===== src/rtl/sdram_mon_pkg.sv =====
package sdram_mon_pkg;

  typedef enum logic [3:0] {
    CMD_NOP  = 4'd0,
    CMD_BST  = 4'd1,
    CMD_RD   = 4'd2,
    CMD_RDA  = 4'd3,
    CMD_WR   = 4'd4,
    CMD_WRA  = 4'd5,
    CMD_ACT  = 4'd6,
    CMD_PRE  = 4'd7,
    CMD_PALL = 4'd8,
    CMD_MRS  = 4'd9,
    CMD_REF  = 4'd10
  } cmd_e;

  typedef enum logic [2:0] {
    ERR_NONE       = 3'd0,
    ERR_ACC_CLOSED = 3'd1,
    ERR_ACT_BUSY   = 3'd2,
    ERR_MODE_BUSY  = 3'd3,
    ERR_MODE_FIELD = 3'd4,
    ERR_REF_BUSY   = 3'd5
  } err_e;

  typedef enum logic [1:0] {
    BK_IDLE    = 2'd0,
    BK_OPEN    = 2'd1,
    BK_CLOSING = 2'd2
  } bank_st_e;

  // Pin pattern to command name; a10 splits access and precharge variants.
  function automatic cmd_e pins_to_cmd(input logic cs_n, input logic ras_n,
                                       input logic cas_n, input logic we_n,
                                       input logic a10);
    if (cs_n) return CMD_NOP;
    case ({ras_n, cas_n, we_n})
      3'b111:  return CMD_NOP;
      3'b110:  return CMD_BST;
      3'b101:  return a10 ? CMD_RDA : CMD_RD;
      3'b100:  return a10 ? CMD_WRA : CMD_WR;
      3'b011:  return CMD_ACT;
      3'b010:  return a10 ? CMD_PALL : CMD_PRE;
      3'b000:  return CMD_MRS;
      default: return CMD_REF;
    endcase
  endfunction

  function automatic logic is_access(input cmd_e c);
    return (c == CMD_RD) || (c == CMD_RDA) || (c == CMD_WR) || (c == CMD_WRA);
  endfunction

  function automatic logic is_auto_close(input cmd_e c);
    return (c == CMD_RDA) || (c == CMD_WRA);
  endfunction

endpackage


===== src/rtl/sdram_cmd_check.sv =====
module sdram_cmd_check
  import sdram_mon_pkg::*;
#(
  parameter int BANK_W = 2,
  parameter int ADDR_W = 12,
  parameter int AP_BIT = 10,
  localparam int NBANK = 1 << BANK_W
) (
  input  logic              cs_n,
  input  logic              ras_n,
  input  logic              cas_n,
  input  logic              we_n,
  input  logic [BANK_W-1:0] ba,
  input  logic [ADDR_W-1:0] addr,
  input  logic [NBANK-1:0]  bank_open,
  input  logic [NBANK-1:0]  bank_idle,
  output cmd_e              cmd,
  output err_e              err
);

  logic any_busy;
  logic mode_field_bad;

  assign cmd            = pins_to_cmd(cs_n, ras_n, cas_n, we_n, addr[AP_BIT]);
  assign any_busy       = ~&bank_idle;
  assign mode_field_bad = (|ba) | addr[ADDR_W-1] | addr[AP_BIT];

  always_comb begin
    err = ERR_NONE;
    if (is_access(cmd)) begin
      if (!bank_open[ba]) err = ERR_ACC_CLOSED;
    end else begin
      case (cmd)
        CMD_ACT: if (!bank_idle[ba]) err = ERR_ACT_BUSY;
        CMD_MRS: begin
          if (any_busy)            err = ERR_MODE_BUSY;
          else if (mode_field_bad) err = ERR_MODE_FIELD;
        end
        CMD_REF: if (any_busy) err = ERR_REF_BUSY;
        default: err = ERR_NONE;
      endcase
    end
  end

  always_comb begin
    if (cmd == CMD_PALL || cmd == CMD_PRE || cmd == CMD_NOP || cmd == CMD_BST)
      assert_quiet_cmds_R8: assert (err == ERR_NONE);
  end

endmodule


===== src/rtl/sdram_bank_fsm.sv =====
module sdram_bank_fsm
  import sdram_mon_pkg::*;
#(
  parameter int ROW_W    = 12,
  parameter int AP_DELAY = 4,
  localparam int CNT_W   = $clog2(AP_DELAY + 1)
) (
  input  logic             clk,
  input  logic             rst_n,
  input  logic             act_i,
  input  logic             close_auto_i,
  input  logic             pre_i,
  input  logic [ROW_W-1:0] row_i,
  output bank_st_e         st_o,
  output logic [ROW_W-1:0] row_o
);

  logic [CNT_W-1:0] wait_cnt;
  logic             wait_done;

  assign wait_done = (wait_cnt <= CNT_W'(1));

  always_ff @(posedge clk) begin
    if (!rst_n) begin
      st_o     <= BK_IDLE;
      row_o    <= '0;
      wait_cnt <= '0;
    end else if (pre_i) begin
      st_o     <= BK_IDLE;
      wait_cnt <= '0;
    end else if (act_i) begin
      st_o  <= BK_OPEN;
      row_o <= row_i;
    end else if (close_auto_i) begin
      st_o     <= BK_CLOSING;
      wait_cnt <= CNT_W'(AP_DELAY);
    end else if (st_o == BK_CLOSING) begin
      if (wait_done) begin
        st_o     <= BK_IDLE;
        wait_cnt <= '0;
      end else begin
        wait_cnt <= wait_cnt - CNT_W'(1);
      end
    end
  end

  assert_close_ends_R7: assert property (@(posedge clk) disable iff (!rst_n)
    (st_o == BK_CLOSING && wait_cnt == CNT_W'(1)) |=> (st_o == BK_IDLE));

  assert_no_reopen_R7: assert property (@(posedge clk) disable iff (!rst_n)
    (st_o == BK_CLOSING) |=> (st_o != BK_OPEN));

  assert_act_opens_R5: assert property (@(posedge clk) disable iff (!rst_n)
    act_i |=> (st_o == BK_OPEN && row_o == $past(row_i)));

  assert_pre_closes_R8: assert property (@(posedge clk) disable iff (!rst_n)
    pre_i |=> (st_o == BK_IDLE));

endmodule


===== src/rtl/sdram_cmd_monitor.sv =====
module sdram_cmd_monitor
  import sdram_mon_pkg::*;
#(
  parameter int BANK_W   = 2,
  parameter int ADDR_W   = 12,
  parameter int COL_W    = 9,
  parameter int AP_BIT   = 10,
  parameter int AP_DELAY = 4
) (
  input  logic              clk,
  input  logic              rst_n,
  input  logic              cke,
  input  logic              cs_n,
  input  logic              ras_n,
  input  logic              cas_n,
  input  logic              we_n,
  input  logic [BANK_W-1:0] ba,
  input  logic [ADDR_W-1:0] addr,
  output logic              cmd_valid,
  output logic [3:0]        cmd_code,
  output logic [BANK_W-1:0] cmd_bank,
  output logic [ADDR_W-1:0] cmd_addr,
  output logic [ADDR_W-1:0] cmd_row,
  output logic              err_pulse,
  output logic [2:0]        err_code
);

  localparam int NBANK = 1 << BANK_W;

  // Address field reported for each command.
  function automatic logic [ADDR_W-1:0] field_of(input cmd_e c, input logic [ADDR_W-1:0] a);
    if (c == CMD_ACT || c == CMD_MRS) return a;
    if (is_access(c))                 return {{(ADDR_W-COL_W){1'b0}}, a[COL_W-1:0]};
    return '0;
  endfunction

  logic              cke_q;
  logic              sample_en;
  logic              cmd_legal;
  cmd_e              dec_cmd;
  err_e              dec_err;
  logic [NBANK-1:0]  bank_open;
  logic [NBANK-1:0]  bank_idle;
  logic [ADDR_W-1:0] bank_row [NBANK];

  assign sample_en = cke & cke_q;
  assign cmd_legal = sample_en && (dec_err == ERR_NONE);

  always_ff @(posedge clk) begin
    if (!rst_n) cke_q <= 1'b0;
    else        cke_q <= cke;
  end

  sdram_cmd_check #(
    .BANK_W (BANK_W),
    .ADDR_W (ADDR_W),
    .AP_BIT (AP_BIT)
  ) i_check (
    .cs_n      (cs_n),
    .ras_n     (ras_n),
    .cas_n     (cas_n),
    .we_n      (we_n),
    .ba        (ba),
    .addr      (addr),
    .bank_open (bank_open),
    .bank_idle (bank_idle),
    .cmd       (dec_cmd),
    .err       (dec_err)
  );

  for (genvar b = 0; b < NBANK; b++) begin : g_bank
    logic     hit;
    logic     act_b;
    logic     auto_b;
    logic     pre_b;
    bank_st_e st_b;

    assign hit    = (ba == BANK_W'(b));
    assign act_b  = cmd_legal && hit && (dec_cmd == CMD_ACT);
    assign auto_b = cmd_legal && hit && is_auto_close(dec_cmd);
    assign pre_b  = cmd_legal && ((hit && dec_cmd == CMD_PRE) || dec_cmd == CMD_PALL);

    sdram_bank_fsm #(
      .ROW_W    (ADDR_W),
      .AP_DELAY (AP_DELAY)
    ) i_bank (
      .clk          (clk),
      .rst_n        (rst_n),
      .act_i        (act_b),
      .close_auto_i (auto_b),
      .pre_i        (pre_b),
      .row_i        (addr),
      .st_o         (st_b),
      .row_o        (bank_row[b])
    );

    assign bank_open[b] = (st_b == BK_OPEN);
    assign bank_idle[b] = (st_b == BK_IDLE);
  end

  always_ff @(posedge clk) begin
    if (!rst_n || !sample_en) begin
      cmd_valid <= 1'b0;
      cmd_code  <= '0;
      cmd_bank  <= '0;
      cmd_addr  <= '0;
      cmd_row   <= '0;
      err_pulse <= 1'b0;
      err_code  <= '0;
    end else begin
      cmd_valid <= 1'b1;
      cmd_code  <= dec_cmd;
      cmd_bank  <= ba;
      cmd_addr  <= field_of(dec_cmd, addr);
      cmd_row   <= (cmd_legal && is_access(dec_cmd)) ? bank_row[ba] : '0;
      err_pulse <= (dec_err != ERR_NONE);
      err_code  <= dec_err;
    end
  end

  assert_gate_cke_R1: assert property (@(posedge clk) disable iff (!rst_n)
    !cke |=> !cmd_valid);

  assert_err_needs_cmd_R11: assert property (@(posedge clk) disable iff (!rst_n)
    err_pulse |-> (cmd_valid && err_code != 3'd0));

  assert_act_leaves_open_R5: assert property (@(posedge clk) disable iff (!rst_n)
    (cmd_valid && cmd_code == CMD_ACT && !err_pulse) |-> bank_open[cmd_bank]);

  assert_mode_all_idle_R9: assert property (@(posedge clk) disable iff (!rst_n)
    (cmd_valid && cmd_code == CMD_MRS && !err_pulse) |-> (&bank_idle));

  assert_pall_all_idle_R8: assert property (@(posedge clk) disable iff (!rst_n)
    (cmd_valid && cmd_code == CMD_PALL) |-> (&bank_idle));

endmodule


===== config.mk =====
export PLATFORM = sky130hd
export DESIGN_NAME = sdram_cmd_monitor
export DESIGN_NICKNAME = d
export VERILOG_FILES = /design/src/rtl/sdram_mon_pkg.sv /design/src/rtl/sdram_cmd_check.sv /design/src/rtl/sdram_bank_fsm.sv /design/src/rtl/sdram_cmd_monitor.sv
export SDC_FILE = /design/constraint.sdc
export NUM_CORES = 1
export LEC_CHECK = 0
export BUFFER_PORTS_ARGS = -buffer_cell sky130_fd_sc_hd__buf_2
export CAP_MARGIN = 5
export CORE_UTILIZATION = 52
export DETAILED_ROUTE_END_ITERATION = 7
export HOLD_SLACK_MARGIN = 0.02
export PLACE_DENSITY = 0.75
export SLEW_MARGIN = 5
export SYNTH_ARGS = -nofsm -noshare
export SYNTH_HDL_FRONTEND = slang
export SYNTH_HIERARCHICAL = 1
export SYNTH_SLANG_ARGS = --single-unit
export TNS_END_PERCENT = 100

===== constraint.sdc =====
create_clock -name clk -period 2.6 [get_ports clk]
set_input_delay 0.26 -clock clk [delete_from_list [all_inputs] [get_ports clk]]
set_output_delay 0.26 -clock clk [all_outputs]
set_load 0.03 [all_outputs]

==> results.md, run 1 <==
Critical path:
- The worst setup path is launched from a flip-flop.
- The slowest stage of the critical path is the sky130_fd_sc_hd__a2111oi_4 cell.
- The reg-to-reg startpoint is g_bank[0].i_bank/st_o[1].
- Among the stages of the critical path, the cell type that occurs most often is sky130_fd_sc_hd__nor2_2.
- The worst endpoint required time is 2.89 ns.
- The peak fanout along the critical path is 6.
- The critical path goes through nor2_2 > nand4_1 > or3_4 > a2111oi_4 > nor3_4 > nand2_2 > nor2_2 > and2b_2 > o2111ai_1 > mux2i_1.
- The worst setup path is captured at a flip-flop.
- Tracing the worst setup path back leads to its startpoint at g_bank[0].i_bank/st_o[1].
- The arrival time of the worst setup path is 2.92 ns.
- The maximum single-stage delay on the critical path is 0.45 ns.
- By startpoint and endpoint, the worst setup path is classified as flip-flop to flip-flop.

Yosys:
- Summing the sequential cell areas from Yosys gives 43.6% of the chip area.
- The portion of synthesized cell area occupied by the leading cell type is 43.6%.
- The cell area that synthesis handed to floorplanning was 4780 sq um.
- Each instance of the synthesized netlist takes up on average 9.10 sq um.
- For this run, the number of Yosys warnings is 6.
- The synthesized netlist net count is 554.
- Yosys mapped a number of flops with a built-in enable equal to 0.
- sky130_fd_sc_hd__dfxtp_1 takes more of the synthesized area than any other cell.
- Of all flip-flops after synthesis, the portion carrying an async set or reset was 0%.
- Among all flip-flop cells after synthesis, the most frequent one is sky130_fd_sc_hd__dfxtp_1.
- The cell count after synthesis is 525.
- The flip-flop and latch count after synthesis is 104.
- The synthesized netlist contains 47 unique library cells.
- In the post-synthesis netlist, the biggest area contributors are sky130_fd_sc_hd__dfxtp_1 (44%), sky130_fd_sc_hd__nand2_1 (9.1%), sky130_fd_sc_hd__a21boi_1 (6.3%), sky130_fd_sc_hd__mux4_2 (6.1%), sky130_fd_sc_hd__nor2b_1 (3.3%).

Cells and area:
- The repair_antennas step left the layout with diodes totalling 0.
- The filler-free cell count of the finished design is 703.
- The filler cells instantiated in the layout total 686.
- The layout cell share with drive strength beyond 1 is 29.7%.
- The growth of design area from synthesis to finish is 20.2%.
- Leaving out fill and tap cells, the most frequent cell in the layout is sky130_fd_sc_hd__nand2_1.
- For this run, the post-layout net count is 619.
- The library cells used most frequently in the layout, excluding fill and tap cells, are sky130_fd_sc_hd__nand2_1 (114), sky130_fd_sc_hd__dfxtp_1 (98), sky130_fd_sc_hd__buf_2 (55), sky130_fd_sc_hd__a21boi_1 (41), sky130_fd_sc_hd__nor2b_1 (25).

Clock network:
- The level count of the clock H-tree is 3.
- CTS placed an instance of sky130_fd_sc_hd__clkbuf_8 at the clock tree root.
- The number of clock buffers inserted by TritonCTS is 9.
- Counting every sink on the clock net gives 104.
- Clock-pin slew was measured on the worst setup and hold paths at 0.12 ns.
- The number of buffers on the longest clock path is 2.
- The TritonCTS clock tree is built.
- The clock insertion delay at the later pin of the skew report is 0.37 ns.

GRT:
- The number of antenna violations at the first check in global routing is 0.
- The first global-routing pass estimated 18.5 mm of wire.
- The via count of the first global-routing pass is 3707.
- Summed over all layers, the global routing overflow is 0.
- In the global route stage, overall resource usage came out at 24.3%.
- The largest net degree at the start of global routing is 57.

Detailed routing:
- After detailed routing, the total wire length is 11.8 mm.
- Using the TritonRoute via totals, the vias-per-cell ratio works out to 5.80.
- The met1 routed wirelength after detailed routing is 5.15 mm.
- The first detailed-routing pass took 8 iterations.
- After detailed routing, the number of remaining DRC violations is 8.
- The count of vias placed by the detailed router is 4077.
- The length of routed met3 wiring is 784 microns.
- The count of nets left with antenna violations after detail routing is 0.
- The first-iteration detailed-routing DRC count is 271.
- The routed wirelength normalized by instance count is 16.7 microns.
- The top layer used by detailed routing is met4.
- In the detailed route, the total length drawn on met2 is 5.62 mm.

Timing:
- In the post-route analysis, the smallest setup slack over all paths is -0.0376 ns.
- The tightest hold path in the finished design has a slack of 0.130 ns.
- The hold violation count in the final report came to 0.
- The total count of max-transition violations in the final report is 0.
- The time the worst path needs with I/O delays and setup is 2.64 ns.
- Setup repair after global routing could not meet its margin everywhere.
- Headroom to the max-slew limit came out at 54.4%.
- The worst clock skew on the final layout is 0.0155 ns.
- Setup violations remaining at the end of the flow were counted as 1.
- The highest clock rate is 0.379 GHz.
- The slew at the pin closest to its max-slew limit is 0.684 ns.
- Of the available clock period, the critical path in the final layout requires 101%.

Die:
- The number of core rows is 34.
- During I/O placement, the number of pins put on the boundary was 56.
- Once the floorplan was initialized, standard cells occupied 54.3% of the core.
- The vertical extent of the die is 97.9 microns.
- The core region is 8810 sq um.
- The die is 97.9 microns wide.
- The total die area is 9580 sq um.

Worst hold path:
- The worst min-delay path category is input port to flip-flop.
- The startpoint of the tightest hold check path is addr[3].

Power:
- In this run the static leakage power is 0.00216 uW.
- The internal power consumption is 2130 uW.
- The worst supply voltage drop on vdd is 0.270 mV.
- For this design the ratio of total power to cell area is 499 nW/um^2.
- The post-layout total power is 2860 uW.
- The part of the total power dissipated in the clock network is 37.7%.
- The power share of the combinational group is 6.6%.
- The proportion of total power due to net switching is 25.5%.
- Sequential cells account for 55.7% of the total power.
- The power dissipated by switching net loads is 730 uW.

Placed design:
- In this run the tool buffered the top-level ports with 55 buffer cells.
- Counting tap cells, the placed design contains a total of 675 instances.
- After legalization and detailed placement, the total HPWL measured 7.64 mm.
- The congestion estimate from routability-driven global placement came to 0.877.

Status:
- The checks that failed: design-rule violations, negative setup slack.
- The flow ran to the end, but the final reports show violations.

Job:
- The number of max-cap violations is 0.
==> state kept, by name, summed over array words and instances, names as in the netlist, 2 cells and up <==
name	flops
cmd_bank	2
cmd_code	4
g_bank.i_bank/st_o	8
g_bank.i_bank/row_o	48
cmd_addr	12
cmd_row	12
err_code	3
g_bank.i_bank/wait_cnt	12
==> through the flow <==
| step | setup slack [ns] | utilization, % | setup TNS [ns] | cell area [sq um] |
|---|---|---|---|---|
| 2_1_floorplan | 0.152 | - | 0 | 4780 |
| 3_3_place_gp | -0.0762 | 58.3 | -0.938 | 5140 |
| 3_5_place_dp | -0.173 | 58.3 | -4.94 | 5140 |
| 4_1_cts | -0.0171 | 61.8 | -0.0628 | 5440 |
| 5_1_grt | -0.101 | 65.2 | -1.56 | 5740 |
| 6_report | -0.0376 | 65.2 | -0.0376 | 5740 |
==> path summary, 6_finish.rpt <==
kind / to / slack [ns] / cells past startpoint
setup / recovery: g_bank[0].i_bank/wait_cnt[0] / -0.04 / 10
hold / removal: cmd_addr[3] / 0.13 / 3
setup reg to reg: g_bank[0].i_bank/wait_cnt[0] / -0.04 / 10
hold reg to reg: g_bank[3].i_bank/row_o[3] / 0.46 / 2
==> kinds of logic after synthesis <==
| group | Yosys count | synth area share, % |
|---|---|---|
| AO/OA/AOI/OAI | 105 | 16.4 |
| adder cells (fa/ha/maj) | 8 | 2.09 |
| buffers and inverters | 47 | 5.24 |
| flip-flops | 104 | 43.6 |
| multiplexers | 23 | 8.22 |
| AND/OR/NAND/NOR | 238 | 24.5 |
==> cell type report <==
type	count	area (sq um)	area share, %
clock buffers	9	124	2.16
clock inverters	7	92.6	1.61
inverters	19	71.3	1.24
multi-input cells	379	2770	48.2
flip-flops and latches	104	2100	36.5
well taps	108	135	2.35
repair buffers	77	457	7.95
==> power by group through the flow <==
stage                     logic (uW)  registers, uW  clock network [uW]
after floorplan                 91.7           1640                   0
after global placement           162           1630                   0
after detailed placement         164           1630                   0
after CTS                        170           1600                1100
after global routing             200           1600                1160
final                            188           1590                1080
==> timing repair <==
item | CTS | global route
resized for setup | 17 | 63
pin swaps | 2 | 15
setup buffers | 0 | 7
cloned | 2 | 3
hold buffers | 0 | 0
endpoints found under the setup margin | 58 | 68
==> Yosys cell counts (all sizes together) (6+ instances only) <==
library cell,n
and2,11
a31oi,8
mux4,13
a211oi,6
nor2,35
nor3,7
nor2b,25
a21boi,48
o2111ai,9
and2b,8
ha,8
a21oi,11
nand4,6
mux2i,10
buf,19
nand2b,14
o31ai,8
inv,19
nand2,116
clkbuf,9
dfxtp,104
==> routing by layer <==
| metal | global-route usage, % | vias up |
|---|---|---|
| met3 | 4.37 | 17 |
| met5 | 0 | - |
| met1 | 33.4 | 1959 |
| met2 | 38.0 | 164 |
| li1 | - | 1937 |
| met4 | 9.56 | 0 |
==> critical path, delay by kind of cell, from the launching register on <==
family | cells | cell delay [ns]
and+or+nand+nor | 7 | 1.38
AOI/OAI and AO/OA | 2 | 0.60
DFF | 1 | 0.38
muxes | 1 | 0.19
Note: power is estimated with default switching activity, not from simulation.
==> run 2: changes to the inputs <==
--- a/config.mk
+++ b/config.mk
@@ -7,10 +7,12 @@
 export LEC_CHECK = 0
 export BUFFER_PORTS_ARGS = -buffer_cell sky130_fd_sc_hd__buf_2
 export CAP_MARGIN = 5
-export CORE_UTILIZATION = 52
+export CELL_PAD_IN_SITES_DETAIL_PLACEMENT = 0
+export CELL_PAD_IN_SITES_GLOBAL_PLACEMENT = 1
+export CORE_UTILIZATION = 40
 export DETAILED_ROUTE_END_ITERATION = 7
 export HOLD_SLACK_MARGIN = 0.02
-export PLACE_DENSITY = 0.75
+export PLACE_DENSITY_LB_ADDON = 0.1
 export SLEW_MARGIN = 5
 export SYNTH_ARGS = -nofsm -noshare
 export SYNTH_HDL_FRONTEND = slang
==> run 2 against run 1 <==
The flow finishes with violations (design-rule violations). Sequential cell count unchanged. Non-clock buffer count grew 6. Design area rose by 0.81%. Clock-buffer cell count unchanged. First-iteration DRC count increased by 12%. Clock power up 24%. Largest power group unchanged.
==> results.md, run 2 (same netlist as run 1, synthesis figures left out) <==
GRT:
- The most used routing layer is met2.
- The number of antenna violations at the first check in global routing is 0.
- The global-route met3 utilization is 6.78%.
- The largest net degree at the start of global routing is 39.
- Global routing used 19.7% of the available tracks across all layers.
- The overflow left after global routing is 0.
- The via count of the first global-routing pass came to 3615.
- The first global-routing pass estimated 18.9 mm of wire.
- In the global route stage, met1 resource usage came out at 26.4%.
- The met2 track utilization from global routing is 30.3%.

Critical path:
- In this run the worst path has a maximum fanout of 6.
- For the worst setup path, the data required time is 2.86 ns.
- The type of destination of the critical path is a flip-flop.
- The largest single stage delay on the critical path is 0.44 ns.
- For this design, the slowest cell found on the critical path is sky130_fd_sc_hd__a2111oi_4.
- Traced cell by cell, the critical path runs through nor2_4 > nand4_1 > or3_4 > a2111oi_4 > nor3_4 > nand3_4 > nor3_4 > buf_4 > nor3_1 > o2111ai_1 > o31ai_1.
- The dominant cell type by count on the critical path is sky130_fd_sc_hd__nor3_4.
- At the worst endpoint, the arrival time is 2.80 ns.
- The kind of start point of the critical path is a flip-flop.
- The critical path is of the flip-flop to flip-flop type.

Timing:
- The total count of max-transition violations in the final report was 0.
- The slew at the pin closest to its max-slew limit is 0.468 ns.
- The worst slack on hold paths is 0.159 ns.
- Headroom to the max-slew limit came out at 68.6%.
- Across the routed clock network, the largest skew measured is 0.00770 ns.
- Of the available clock period, the critical path in the final layout requires 97.6%.
- Setup repair after global routing could not meet its margin everywhere.
- Setup violations remaining at the end of the flow were counted as 0.
- The time the worst path needs with I/O delays and setup is 2.54 ns.
- Derived from the worst setup path, the maximum achievable clock frequency is 0.394 GHz.
- The hold violation count in the final report was 0.

Detailed routing:
- After detailed routing, the number of remaining DRC violations is 19.
- The number of iterations in the first detailed-routing pass is 6.
- The first-iteration detailed-routing DRC count is 303.
- In the final routed layout, each cell accounts on average for 16.4 microns.
- The final wirelength is 12.2 mm.
- The routed layout has 3898 vias.
- Using the TritonRoute via totals, the vias-per-cell ratio works out to 5.25.
- The count of nets left with antenna violations after detail routing is 0.

Clock network:
- The number of clock buffers inserted by TritonCTS is 9.
- The clock insertion delay at the later pin of the skew report is 0.36 ns.
- The total number of clock tree sinks is 104.
- The H-tree was split into 3 levels.
- The number of buffers on the longest clock path is 2.
- The clock tree root driver cell is sky130_fd_sc_hd__clkbuf_16.
- The TritonCTS clock tree is built.
- The register clock-pin slew on the reported worst setup and hold paths is 0.08 ns.

Cells and area:
- The register bank with the most flops is g_bank.i_bank/row_o.
- The growth of design area from synthesis to finish is 21.2%.
- The number of filler instances in the final layout is 1108.
- The final design instance area without fill is 5790 sq um.
- The final net count is 623.
- The register with the most flip-flops in the layout has 48 of them.
- The layout cell share with drive strength beyond 1 is 27.4%.
- The repair_antennas step left the layout with diodes totalling 0.
- Leaving out fill and tap cells, the most frequent cells in the layout are sky130_fd_sc_hd__nand2_1 (115), sky130_fd_sc_hd__dfxtp_1 (100), sky130_fd_sc_hd__buf_2 (55), sky130_fd_sc_hd__a21boi_1 (40), sky130_fd_sc_hd__nor2b_1 (25).
- Leaving out fill and tap cells, the most frequent cell in the layout is sky130_fd_sc_hd__nand2_1.

Placed design:
- The global placement routability congestion is 0.765.
- The number of input and output port buffers inserted is 55.
- Detailed placement finished with a half-perimeter wire length of 8.12 mm.
- The placed standard-cell area is 5240 sq um.

Die:
- The area of the core is 11500 sq um.
- The initialized floorplan defines 39 standard-cell rows.
- The total die area is 12400 sq um.
- The vertical extent of the die is 111 microns.
- Measured along the x axis, the die boundary spans 111 microns.
- 56 I/O pins were placed.
- The initial core utilization is 41.5%.

Job:
- Max-cap violations in this run came to 0.

Status:
- The flow ran to the end, but the final reports show violations.
- The final reports fail on design-rule violations.

Power:
- The worst-case IR drop observed on VDD is 0.344 mV.
- Power spread over the standard cell area amounts to 540 nW/um^2.
- The leakage power summed over all cells is 0.00219 uW.

Worst hold path:
- In this run the worst hold path is classified as input port to flip-flop.
run 2: what timing repair did:
item	4_1_cts	5_1_grt
pin swaps	0	8
cloned	0	3
setup buffers	0	4
hold buffers	0	0
endpoints found under the setup margin	21	68
resized for setup	4	43
run 2: layout make-up:
| class | instances | area (sq um) | area share, % |
|---|---|---|---|
| tap | 143 | 179 | 3.09 |
| multi-input combinational | 377 | 2650 | 45.7 |
| clock inverter | 7 | 62.6 | 1.08 |
| sequential | 104 | 2090 | 36.0 |
| inverter | 19 | 71.3 | 1.23 |
| timing repair buffer | 83 | 518 | 8.95 |
| clock buffer | 9 | 225 | 3.89 |
run 2: stage by stage:
step           setup WS [ns]  std cells  TNS, ns  utilization [%]  power, uW
5_1_grt              -0.0676        742   -0.420             50.3       3240
3_3_place_gp        0.000376        719        0             45.5       1810
2_1_floorplan          0.152        525        0                -       1730
6_report              0.0616        742        0             50.3       3130
4_1_cts              -0.0312        735  -0.0881             48.1       3150
3_5_place_dp         -0.0340        719   -0.137             45.5       1810
run 2: path summary, 6_finish.rpt:
kind                             start                            to  slack (ns)  cells after the start
max           g_bank[3].i_bank/st_o[1]  g_bank[0].i_bank/wait_cnt[1]        0.06                     11
min                                cke                         cke_q        0.16                      2
max reg2reg   g_bank[3].i_bank/st_o[1]  g_bank[0].i_bank/wait_cnt[1]        0.06                     11
min reg2reg  g_bank[1].i_bank/row_o[6]     g_bank[1].i_bank/row_o[6]        0.45                      2
run 2: worst max-delay path: cells and delay by family, from the launching register on:
family                 cells  cell delay, ns
and+or+nand+nor            7            1.24
AOI/OAI and AO/OA          3            0.66
DFF                        1            0.36
buffers and inverters      1            0.18
run 2: per-layer routing:
metal / part of all wire (%) / routed length (microns)
met1: 48 / 5910
met5: 0 / 0
met3: 5.7 / 694
met2: 45 / 5460
met4: 0.97 / 118
run 2: power breakdown:
group	internal, uW	switching (uW)	leakage (uW)
combinational	70.3	122	0.00121
sequential	1600	1.41	0.000840
clock	673	667	0.000144
total	2340	790	0.00219
==> run 3: changes to the inputs <==
==> constraint.sdc (replaced) <==
create_clock -name clk -period 2.6 [get_ports clk]
set_input_delay 0.13 -clock clk [delete_from_list [all_inputs] [get_ports clk]]
set_output_delay 0.13 -clock clk [all_outputs]
set_load 0.03 [all_outputs]
==> run 3 against run 2 <==
The flow still finishes with violations (design-rule violations). Utilization is 0.60 points higher. Worst setup slack better by 0.044 ns. Cell count is 0.27% higher. Hold slack worse by 0.12 ns. Critical endpoint is now g_bank[1].i_bank/row_o[5]. Sequential cell count stayed put. Routed wire length is 1.1% lower. Combinational power hardly changed.
==> results.md, run 3 (same netlist as run 1, synthesis figures left out) <==
Clock network:
- The total number of clock tree sinks is 104.
- TritonCTS built the clock tree.
- The clock tree root driver cell is sky130_fd_sc_hd__clkbuf_16.
- The level count of the clock H-tree is 3.
- The clock passes through at most 2 buffers.
- The later pin in the worst-skew pair is clocked with a latency of 0.35 ns.
- Counting the buffers created by CTS gives 9.
- The number of hold buffers added after cts is 0.
- The register clock-pin slew on the reported worst setup and hold paths is 0.07 ns.

Timing:
- The highest clock rate is 0.401 GHz.
- The hold violation count in the final report is 0.
- The clock arrives with 0.00990 ns of skew.
- The time the worst path needs with I/O delays and setup is 2.49 ns.
- The total count of max-transition violations in the final report is 0.
- Setup violations remaining at the end of the flow were counted as 0.
- Setup repair after global routing could not meet its margin everywhere.
- The slew at the pin closest to its max-slew limit is 0.569 ns.
- The worst path meets setup with 0.106 ns of slack.
- The share of the cycle needed by the critical path after routing is 95.9%.
- The max-slew headroom at the worst pin is 61.8%.
- The worst slack on hold paths is 0.0371 ns.

Detailed routing:
- The final wirelength is 12.1 mm.
- The number of vias per cell is 5.18.
- In the routed design, unresolved DRC markers number 18.
- The routed wirelength normalized by instance count is 16.2 microns.
- Across all layers, the routed design uses 3856 vias.
- The first detailed-routing pass ran for 7 iterations.
- For this block, the initial DRC count from the detailed router was 177.
- The count of nets left with antenna violations after detail routing is 0.

Power:
- The power share of the combinational group is 6.0%.
- Across the VDD grid, the largest voltage drop is 0.264 mV.
- Net switching is 23.0% of the power.
- Sequential cells account for 50.2% of the total power.
- The power dissipated by switching net loads is 730 uW.
- Dividing total power by cell area gives a power density of 542 nW/um^2.
- The internal power consumption is 2440 uW.
- Summed over all cells, the static leakage comes to 0.00223 uW.
- The part of the total power dissipated in the clock network is 43.8%.

Cells and area:
- Ranked by flip-flop count, first place goes to g_bank.i_bank/row_o.
- The number of flip-flops in the largest register is 48.
- In the final layout, the share of cells above drive strength 1 is 28.1%.
- The core occupancy in the finished layout is 50.9%.
- The library cells used most frequently in the layout, excluding fill and tap cells, are sky130_fd_sc_hd__nand2_1 (113), sky130_fd_sc_hd__dfxtp_1 (98), sky130_fd_sc_hd__buf_2 (55), sky130_fd_sc_hd__a21boi_1 (41), sky130_fd_sc_hd__buf_4 (26).
- The final net count is 625.
- The filler cells instantiated in the layout total 1115.
- The most common cell after layout, fill and taps aside is sky130_fd_sc_hd__nand2_1.
- From synthesis to final layout, the design area changed by 22.6%.
- The number of diodes added for antenna fixing is 0.

Status:
- The final reports fail on design-rule violations.
- The flow ran to the end, but the final reports show violations.

Critical path:
- The worst endpoint required time is 2.89 ns.
- The arrival time of the worst setup path is 2.78 ns.
- The critical path is of the flip-flop to flip-flop type.
- STA classifies the critical path endpoint as a flip-flop.
- STA classifies the critical path startpoint as a flip-flop.
- The peak fanout along the critical path is 6.

Job:
- The tool flagged a number of max-cap violations equal to 0.

GRT:
- The overflow left after global routing is 0.
- The first global-routing pass estimated 19.1 mm of wire.
- Global routing used 19.6% of the available tracks across all layers.
- The number of antenna violations at the first check in global routing is 0.
- The via count of the first global-routing pass came to 3649.
- The largest net degree at the start of global routing is 35.

Die:
- Measured along the y axis, the die boundary spans 111 microns.
- The number of I/O pins is 56.
- Measured along the x axis, the die boundary spans 111 microns.
- The initial core utilization is 41.5%.
- The area of the core is 11500 sq um.
- The number of core rows is 39.
- The die covers 12400 sq um.

Placed design:
- Once detailed placement completed, the half-perimeter wirelength came to 8.00 mm.
- Routability-driven placement finished with a final weighted congestion of 0.802.
- The number of input and output port buffers inserted is 55.
- The worst slack at placement is -0.143 ns.

Worst hold path:
- The worst min-delay path category is input port to flip-flop.
==> run 3: power by group through the flow <==
| stage | Sequential [uW] | Combinational (uW) | Clock [uW] |
|---|---|---|---|
| 6_report | 1590 | 191 | 1390 |
| 5_1_grt | 1590 | 207 | 1490 |
| 3_5_place_dp | 1630 | 173 | 0 |
| 3_3_place_gp | 1630 | 173 | 0 |
| 2_1_floorplan | 1640 | 91.7 | 0 |
| 4_1_cts | 1600 | 176 | 1430 |
==> run 3: timing repair <==
| action | CTS | global route |
|---|---|---|
| buffers inserted | 0 | 11 |
| pin swaps | 0 | 14 |
| cloned | 0 | 4 |
| endpoints found under the setup margin | 39 | 66 |
| resized for setup | 7 | 55 |
==> run 3: final timing paths <==
path                                  start                   endpoint  slack (ns)  cells after the start
setup / recovery   g_bank[2].i_bank/st_o[1]  g_bank[1].i_bank/row_o[5]        0.11                     10
hold / removal                          cke                      cke_q        0.04                      2
setup reg to reg   g_bank[2].i_bank/st_o[1]  g_bank[1].i_bank/row_o[5]        0.11                     10
hold reg to reg   g_bank[1].i_bank/row_o[0]  g_bank[1].i_bank/row_o[0]        0.45                      2
==> run 3: area by class of cell <==
class / count / area (sq um) / share of cell area [%]
Tap cell: 143 / 179 / 3.05
Multi-Input combinational cell: 378 / 2690 / 45.9
Sequential cell: 104 / 2100 / 35.8
Clock inverter: 5 / 63.8 / 1.09
Clock buffer: 11 / 243 / 4.14
Inverter: 19 / 71.3 / 1.22
Timing Repair Buffer: 84 / 513 / 8.76
==> run 3: per-stage QoR <==
step | instances | setup TNS, ns | total power (uW) | cell area [sq um]
4_1_cts | 729 | -0.0411 | 3200 | 5540
3_5_place_dp | 713 | -2.08 | 1810 | 5200
5_1_grt | 744 | -0.428 | 3290 | 5860
3_3_place_gp | 713 | -0.611 | 1810 | 5200
2_1_floorplan | 525 | 0 | 1730 | 4780
6_report | 744 | 0 | 3170 | 5860
==> run 3: worst max-delay path, cell delays in order, from the launching register on <==
cell                        delay, ns
sky130_fd_sc_hd__dfxtp_4         0.36
sky130_fd_sc_hd__nor2_4          0.12
sky130_fd_sc_hd__nand4_1         0.15
sky130_fd_sc_hd__or3_4           0.41
sky130_fd_sc_hd__a2111oi_4       0.40
sky130_fd_sc_hd__nor3_4          0.13
sky130_fd_sc_hd__nand2_2         0.17
sky130_fd_sc_hd__nor2_2          0.10
sky130_fd_sc_hd__and2b_1         0.38
sky130_fd_sc_hd__nand2_1         0.10
sky130_fd_sc_hd__a21boi_1        0.12
==> run 3: routing by layer <==
metal / GRT usage, % / vias up / share of wire [%]
met5: 0 / - / 0
met4: 6.94 / 0 / 1.2
met3: 3.06 / 12 / 4.8
met2: 29.9 / 89 / 44
met1: 28.0 / 1807 / 50
li1: - / 1948 / -
